### src/rtl/opx_pkg.sv
package opx_pkg;
  localparam int INSTR_W = 16;

  typedef enum logic [1:0] {
    OPK_NONE = 2'd0,
    OPK_ADD  = 2'd1,
    OPK_AND  = 2'd2,
    OPK_NOT  = 2'd3
  } opk_t;

  localparam logic [3:0] OPC_ADD = 4'b0001;
  localparam logic [3:0] OPC_AND = 4'b0101;
  localparam logic [3:0] OPC_NOT = 4'b1001;

  localparam int NZP_N = 2;
  localparam int NZP_Z = 1;
  localparam int NZP_P = 0;
endpackage

### src/rtl/opx_decode.sv
module opx_decode
  import opx_pkg::*;
#(
  parameter int DATA_W = 16,
  parameter int IMM_W  = 5,
  parameter int IDX_W  = 3
) (
  input  logic [INSTR_W-1:0] instr,
  input  logic [DATA_W-1:0]  rs1_val,
  input  logic [DATA_W-1:0]  rs2_val,
  output opk_t               kind,
  output logic [IDX_W-1:0]   dst_idx,
  output logic [DATA_W-1:0]  opa,
  output logic [DATA_W-1:0]  opb
);
  localparam int EXT_W   = DATA_W - IMM_W;
  localparam int DST_LSB = 9;
  localparam int MODE_B  = 5;

  logic [DATA_W-1:0] imm_ext;

  assign imm_ext = {{EXT_W{instr[IMM_W-1]}}, instr[IMM_W-1:0]};
  assign dst_idx = instr[DST_LSB +: IDX_W];
  assign opa     = rs1_val;
  assign opb     = instr[MODE_B] ? imm_ext : rs2_val;

  always_comb begin
    unique case (instr[INSTR_W-1 -: 4])
      OPC_ADD: kind = OPK_ADD;
      OPC_AND: kind = OPK_AND;
      OPC_NOT: kind = OPK_NOT;
      default: kind = OPK_NONE;
    endcase
  end
endmodule

### src/rtl/opx_alu.sv
module opx_alu
  import opx_pkg::*;
#(
  parameter int DATA_W = 16
) (
  input  opk_t              kind,
  input  logic [DATA_W-1:0] opa,
  input  logic [DATA_W-1:0] opb,
  output logic [DATA_W-1:0] res
);
  always_comb begin
    unique case (kind)
      OPK_ADD: res = opa + opb;
      OPK_AND: res = opa & opb;
      OPK_NOT: res = ~opa;
      default: res = '0;
    endcase
  end
endmodule

### src/rtl/opx_flags.sv
module opx_flags
  import opx_pkg::*;
#(
  parameter int DATA_W = 16
) (
  input  logic              clk,
  input  logic              rst,
  input  logic              op_upd,
  input  logic [DATA_W-1:0] op_val,
  input  logic              ld_upd,
  input  logic [DATA_W-1:0] ld_val,
  output logic [2:0]        nzp
);
  logic              upd;
  logic [DATA_W-1:0] src;
  logic [2:0]        cls;

  assign upd = op_upd | ld_upd;
  assign src = op_upd ? op_val : ld_val;

  always_comb begin
    cls = 3'b000;
    if (src[DATA_W-1])   cls[NZP_N] = 1'b1;
    else if (src == '0)  cls[NZP_Z] = 1'b1;
    else                 cls[NZP_P] = 1'b1;
  end

  always_ff @(posedge clk) begin
    if (rst)      nzp <= 3'b010;
    else if (upd) nzp <= cls;
  end

  a_r7_flags_onehot: assert property (@(posedge clk) disable iff (rst)
    $countones(nzp) == 1);

  a_r10_flags_hold: assert property (@(posedge clk) disable iff (rst)
    (!rst && !upd) |=> $stable(nzp));

  a_r8_load_zero: assert property (@(posedge clk) disable iff (rst)
    (!rst && ld_upd && !op_upd && ld_val == '0) |=> nzp[NZP_Z]);
endmodule

### src/rtl/opx_unit.sv
module opx_unit
  import opx_pkg::*;
#(
  parameter int DATA_W = 16,
  parameter int IMM_W  = 5,
  parameter int IDX_W  = 3
) (
  input  logic               clk,
  input  logic               rst,
  input  logic [15:0]        instr,
  input  logic [DATA_W-1:0]  rs1_val,
  input  logic [DATA_W-1:0]  rs2_val,
  input  logic               flag_ld,
  input  logic [DATA_W-1:0]  ld_val,
  output logic [IDX_W-1:0]   dst,
  output logic [DATA_W-1:0]  result,
  output logic               wr_en,
  output logic [2:0]         nzp
);
  opk_t              kind;
  logic [IDX_W-1:0]  dec_dst;
  logic [DATA_W-1:0] opa, opb, alu_res;
  logic              is_op;

  opx_decode #(.DATA_W(DATA_W), .IMM_W(IMM_W), .IDX_W(IDX_W)) u_dec (
    .instr   (instr),
    .rs1_val (rs1_val),
    .rs2_val (rs2_val),
    .kind    (kind),
    .dst_idx (dec_dst),
    .opa     (opa),
    .opb     (opb)
  );

  opx_alu #(.DATA_W(DATA_W)) u_alu (
    .kind (kind),
    .opa  (opa),
    .opb  (opb),
    .res  (alu_res)
  );

  assign is_op = (kind != OPK_NONE);

  opx_flags #(.DATA_W(DATA_W)) u_flags (
    .clk    (clk),
    .rst    (rst),
    .op_upd (is_op),
    .op_val (alu_res),
    .ld_upd (flag_ld),
    .ld_val (ld_val),
    .nzp    (nzp)
  );

  always_ff @(posedge clk) begin
    if (rst) begin
      wr_en  <= 1'b0;
      dst    <= '0;
      result <= '0;
    end else begin
      wr_en  <= is_op;
      dst    <= dec_dst;
      result <= alu_res;
    end
  end

  a_r6_no_write: assert property (@(posedge clk) disable iff (rst)
    (!rst && !is_op) |=> !wr_en);

  a_r5_dst_field: assert property (@(posedge clk) disable iff (rst)
    (!rst && is_op) |=> (wr_en && dst == $past(instr[11:9])));

  a_r7_sign_match: assert property (@(posedge clk) disable iff (rst)
    wr_en |-> (nzp[NZP_N] == result[DATA_W-1] && nzp[NZP_Z] == (result == '0)));

  a_r4_not_value: assert property (@(posedge clk) disable iff (rst)
    (!rst && kind == OPK_NOT) |=> result == ~$past(rs1_val));
endmodule

### config.mk
export PLATFORM = sky130hd
export DESIGN_NAME = opx_unit
export DESIGN_NICKNAME = d
export VERILOG_FILES = /design/src/rtl/opx_pkg.sv /design/src/rtl/opx_decode.sv /design/src/rtl/opx_alu.sv /design/src/rtl/opx_flags.sv /design/src/rtl/opx_unit.sv
export SDC_FILE = /design/constraint.sdc
export NUM_CORES = 1
export LEC_CHECK = 0
export BUFFER_PORTS_ARGS = -buffer_cell sky130_fd_sc_hd__buf_2
export CORE_MARGIN = 2
export CORE_UTILIZATION = 44
export DETAILED_ROUTE_END_ITERATION = 16
export GPL_TIMING_DRIVEN = 0
export PLACE_DENSITY = 0.8
export SLEW_MARGIN = 30
export SYNTH_ARGS = -nofsm -noshare
export SYNTH_HDL_FRONTEND = slang
export SYNTH_SLANG_ARGS = --single-unit
### constraint.sdc
create_clock -name clk -period 3.1 [get_ports clk]
set_input_delay 0.155 -clock clk [delete_from_list [all_inputs] [get_ports clk]]
set_output_delay 0.155 -clock clk [all_outputs]
set_load 0.02 [all_outputs]
# After elaboration in Yosys (flattened, before gate mapping)
# Index checks and enable logic that the tools add are counted.
totals:
  ff_bits: 23
  elab_cells: 24
op_classes:
  add_sub_neg: 1
  n_eq_ne: 6
  muxes: 8
  bitwise_logic: 3
  reduce_logical: 2
ops:
  columns: ["op", "count"]
  rows:
  - ["$pmux W16 S3", 1]
  - ["$mux W16", 2]
  - ["$add A16 B16 Y16", 1]
  - ["$and A16 B16 Y16", 1]
  - ["$logic_not A16 Y1", 1]
  - ["$not A16 Y16", 1]
  - ["$pmux W2 S3", 1]
  - ["$eq A2 B2 Y1 const B", 2]
  - ["$eq A4 B1 Y1 const B", 1]
  - ["$eq A4 B3 Y1 const B", 1]
  - ["$eq A4 B4 Y1 const B", 1]
  - ["$mux W1", 3]
  - ["$eq A2 B1 Y1 const B", 1]
  - ["$mux W2", 1]
  - ["$reduce_bool A2 Y1", 1]
  - ["$or A1 B1 Y1", 1]

# Longest topological paths before layout
logic_depth:
  word_depth: 8
  depth_mapped: 14
  mapped_depth_nobuf: 12

# By module
# Synthesis repeated with hierarchy kept, for this count alone.
hier_totals:
  hier_cells: 281
  area_unflattened_um2: 2287.2
by_module_without_submodules:
  columns: ["mod", "instances", "cells_each", "area_per_inst_um2", "seq_area_each_um2"]
  rows:
  - ["opx_alu", 1, 160, 1109.8, 0.0]
  - ["opx_unit", 1, 43, 551.8, 400.4]
  - ["opx_decode", 1, 55, 412.9, 0.0]
  - ["opx_flags", 1, 23, 212.7, 60.1]

# Worst setup path before layout
# OpenSTA, ideal clock, no wires.
synth_path:
  path_kind: "input port to flip-flop"
  start: "input port instr[5]"
  end: "register u_flags.nzp[0]"
  t_arrival_ns: 3.020
  required_time_ns: 2.985
  setup_slack_ns: -0.034
  path_stages: 13
  cell_sequence: "clkbuf_1 -> mux2_2 -> ha_1 -> inv_1 -> fa_1 -> nor2b_1 -> o31a_1 -> and3_1 -> or3_1 -> a32oi_1 -> o21ai_1 -> or4_4 -> o21a_1"
synth_between:
  elab_chain_len: 7
  word_cells_on_any_way: 8
  cone_classes: "add/sub (1); mux (5); bitwise (1); reduce/logical (1)"
synth_lines:
  columns: ["element", "line_no", "rtl"]
  rows:
  - ["start: declaration", "opx_unit.sv:10", "input logic [15:0] instr,"]
  - ["$mux W16 *", "opx_decode.sv:25", "assign opb = instr[MODE_B] ? imm_ext : rs2_val;"]
  - ["$add A16 B16 Y16 or $and A16 B16 Y16 (tied branches)", "opx_alu.sv:13, opx_alu.sv:14", null]
  - ["$pmux W16 S3 *", "opx_alu.sv:12", "unique case (kind)"]
  - ["$mux W16 *", "opx_flags.sv:19", "assign src = op_upd ? op_val : ld_val;"]
  - ["$logic_not A16 Y1", "opx_flags.sv:24", "else if (src == '0) cls[NZP_Z] = 1'b1;"]
  - ["$mux W1", "opx_flags.sv:24", null]
  - ["$mux W2 *", "opx_flags.sv:23", "if (src[DATA_W-1]) cls[NZP_N] = 1'b1;"]
  - ["end signal: assignment", "opx_flags.sv:30", "else if (upd) nzp <= cls;"]
  - ["end: declaration", "opx_flags.sv:12", "output logic [2:0] nzp"]
# Every way passes the cells marked *; elsewhere a longest branch is shown, timed or not.
# A chain may end at the register's enable or synchronous reset.

# Worst setup path after layout
# Ends and elaborated chain as after synthesis.

==> flow_metrics.tcl <==
set metrics [dict create \
    postRouteAntennaNets 0 \
    slew_headroom 0.3017 \
    synth.most_common_cell "o21ai_0" \
    fmax_mhz 326.9 \
    synth_top_area_cell "dfxtp_1" \
    htree_levels 1 \
    rows 25 \
    clock_skew_ns 0 \
    syn-cell-area_sq_mm 0.002127 \
    min_period_over_period 0.9867 \
    first_pass_iters 5 \
    antenna_found_initial 0 \
    synthAdderAreaFrac 0.1035 \
    fillCellCount 441 \
    ys_warn_count 0 \
    cts_buffers 3 \
    clk_pin_slew_worst_paths_ns 0.07 \
    critPathArrivalTime_ns 3.22 \
    hpwl_um 5057 \
    synthFlopType "dfxtp_1" \
    seq_area_frac_synth 0.2165 \
    wl_per_cell_um 14.43 \
    clock_tree.buffer_depth 2 \
    power.total_uw 863.6 \
    synthTopCellsByCount "o21ai_0, nand2_1, nor2_1" \
    finalSetupViolCount 0 \
    drive_gt1_frac 0.3193 \
    p_leak_nw 1.317 \
    hold_violations 0 \
    worst_slew_pin_slew_ns 1.039 \
    muxShareOfSynthArea 0.04059 \
    synth_area_per_cell_sq_um 7.335 \
    synth_compound_area_frac 0.3006 \
    synth-simple-area-share 0.2424 \
    syn_nets 374 \
    synth_top_family_by_area "compound AO/OA/AOI/OAI gates" \
    synthArstFlopShare 0 \
    grt_first_pass_wirelength_um 9687 \
    postCtsHoldBufs 0 \
    finalCriticalPeriod_ns 3.059 \
    crit_fanout 8 \
    die_area_sq_mm 0.005407 \
    synth_edf_count 0 \
    start_kind "primary input" \
    peakVddDrop_v 0.0001553 \
    initial_utilization 0.4533 \
    synth_area_leaders "dfxtp_1, ha_1, o21ai_0" \
    area_growth_pct 29.59 \
    antenna_cells 0 \
    root_buffer "clkbuf_8" \
    yosys.cell_types.count 59 \
    synth_xor_area_frac 0.02882 \
    crit_path_end_kind "flip-flop" \
    grt_usage 0.2272 \
    ys_ff_latch 23 \
    drt_iter0_markers 114 \
    vias_per_cell 5.665 \
    vias 2453 \
    drc 0 \
    drv_cap 0 \
    worstSetupPathType "in2reg" \
    grt_max_degree 13 \
    clkLatencyLatePin_ns 0.26 \
    power.density_mw_per_mm2 313.3 \
    worstPathRequired_ns 3.26 \
    portBuffers 85 \
    tritoncts "yes" \
    syn_inst 290 \
    ios 90 \
    grt_pass1_vias 2131 \
    clock_sinks 23 \
    die_w_um 73.53 \
    core-area_sq_mm 0.004692 \
    hold-worst-slack_ns 0.1055 \
    die_h_um 73.53 \
    outcome "complete, no violations" \
    drv_slew 0 \
    finalNetCount 464 \
    synth.top_cell.area_share 0.2165 \
    routed_wl_um 6249 \
    gp_congestion 0.8974 \
    hold_path_class "in2reg" \
    grt-ovfl-total 0 \
]
==> registers in the layout, indices dropped and copies added (netlist names) <==
| signal | flops |
|---|---|
| dst | 3 |
| wr_en | 1 |
| result | 16 |
| u_flags.nzp | 3 |
==> cell usage in the layout (no fill, tap or decap), types with 2 or more instances in the layout <==
master	netlist	final
a21o_1	7	7
dfxtp_1	23	23
mux2i_1	3	3
o221ai_1	2	2
nor2_1	26	26
xor2_1	5	5
and2_1	2	2
a22oi_1	4	4
buf_4	1	2
a21oi_1	23	22
o2111ai_1	2	2
or3_1	3	3
nand2b_1	4	4
clkbuf_4	0	2
nor4_1	5	4
xnor2_1	2	2
ha_1	16	14
nand4_1	5	5
buf_2	4	89
mux2_2	4	4
o21ai_0	32	32
clkbuf_8	0	3
nand2_1	27	26
nor2b_1	10	9
inv_1	20	19
o21ai_1	2	2
a31oi_2	0	2
nor3_1	7	6
ha_2	0	2
a211oi_1	4	4
clkbuf_1	8	6
o21a_1	6	6
==> path summary, 6_finish.rpt <==
path / slack (ns) / startpoint / to / cells past startpoint
setup / recovery: 0.04 / instr[5] / u_flags.nzp[0] / 13
hold / removal: 0.11 / instr[11] / dst[2] / 2
setup reg to reg: 2.34 / u_flags.nzp[2] / u_flags.nzp[2] / 1
hold reg to reg: 0.47 / u_flags.nzp[1] / u_flags.nzp[1] / 2
==> metal layers <==
metal | vias up | GRT usage | share of wire
met5 | - | 0 | 0
met4 | 0 | 0.08687 | 0.023
met3 | 15 | 0.02606 | 0.073
met2 | 105 | 0.3958 | 0.48
met1 | 1100 | 0.2844 | 0.42
li1 | 1233 | - | -
==> critical path, stage by stage <==
cell,delay [ns]
clkbuf_4,0.18
mux2_2,0.36
ha_2,0.20
inv_2,0.07
fa_2,0.23
nor2b_2,0.07
o31a_1,0.28
and3_1,0.20
or3_1,0.36
a32oi_2,0.25
o21ai_1,0.10
or4_4,0.56
o21a_1,0.19
==> final cells by class <==
class | instances | area, sq um | area share
Multi-Input combinational cell | 233 | 1603 | 0.5815
Sequential cell | 23 | 460.4 | 0.1670
Timing Repair Buffer | 86 | 432.9 | 0.1571
Inverter | 20 | 75.07 | 0.02724
Buffer | 13 | 72.57 | 0.02633
Tap cell | 54 | 67.56 | 0.02451
Clock buffer | 4 | 45.04 | 0.01634
==> report_power, final <==
| part | total (mW) | leakage (nW) | switching, mW | internal [mW] |
|---|---|---|---|---|
| clock network | 0.178 | 0.0228 | 0.0864 | 0.0916 |
| registers | 0.305 | 0.187 | 0.00228 | 0.303 |
| logic | 0.380 | 1.11 | 0.218 | 0.163 |
==> cell families after synthesis <==
kind of cell             count (synthesis)
AND/OR/NAND/NOR                        101
XOR/XNOR                                 7
adder cells (fa/ha/maj)                 17
buffers and inverters                   34
AO/OA/AOI/OAI                          100
flip-flops                              23
multiplexers                             8
==> metrics by stage <==
step	worst slack, ns	std cells	cell area, sq um	setup TNS [ns]	util
5_1_grt	-0.02502	433	2756	-0.04496	0.5875
4_1_cts	0.005076	432	2671	0	0.5693
3_5_place_dp	-0.4940	429	2621	-1.130	0.5587
6_report	0.04132	433	2756	0	0.5875
3_3_place_gp	-0.4894	429	2621	-1.092	0.5587
2_1_floorplan	0.03582	290	2128	0	-
==> repair_timing <==
action | CTS | global route
pin swaps | 0 | 2
endpoints found under the setup margin | 3 | 2
gates resized for setup | 3 | 19
buffers inserted | 0 | 1
Note: power is estimated with default switching activity, not from simulation.
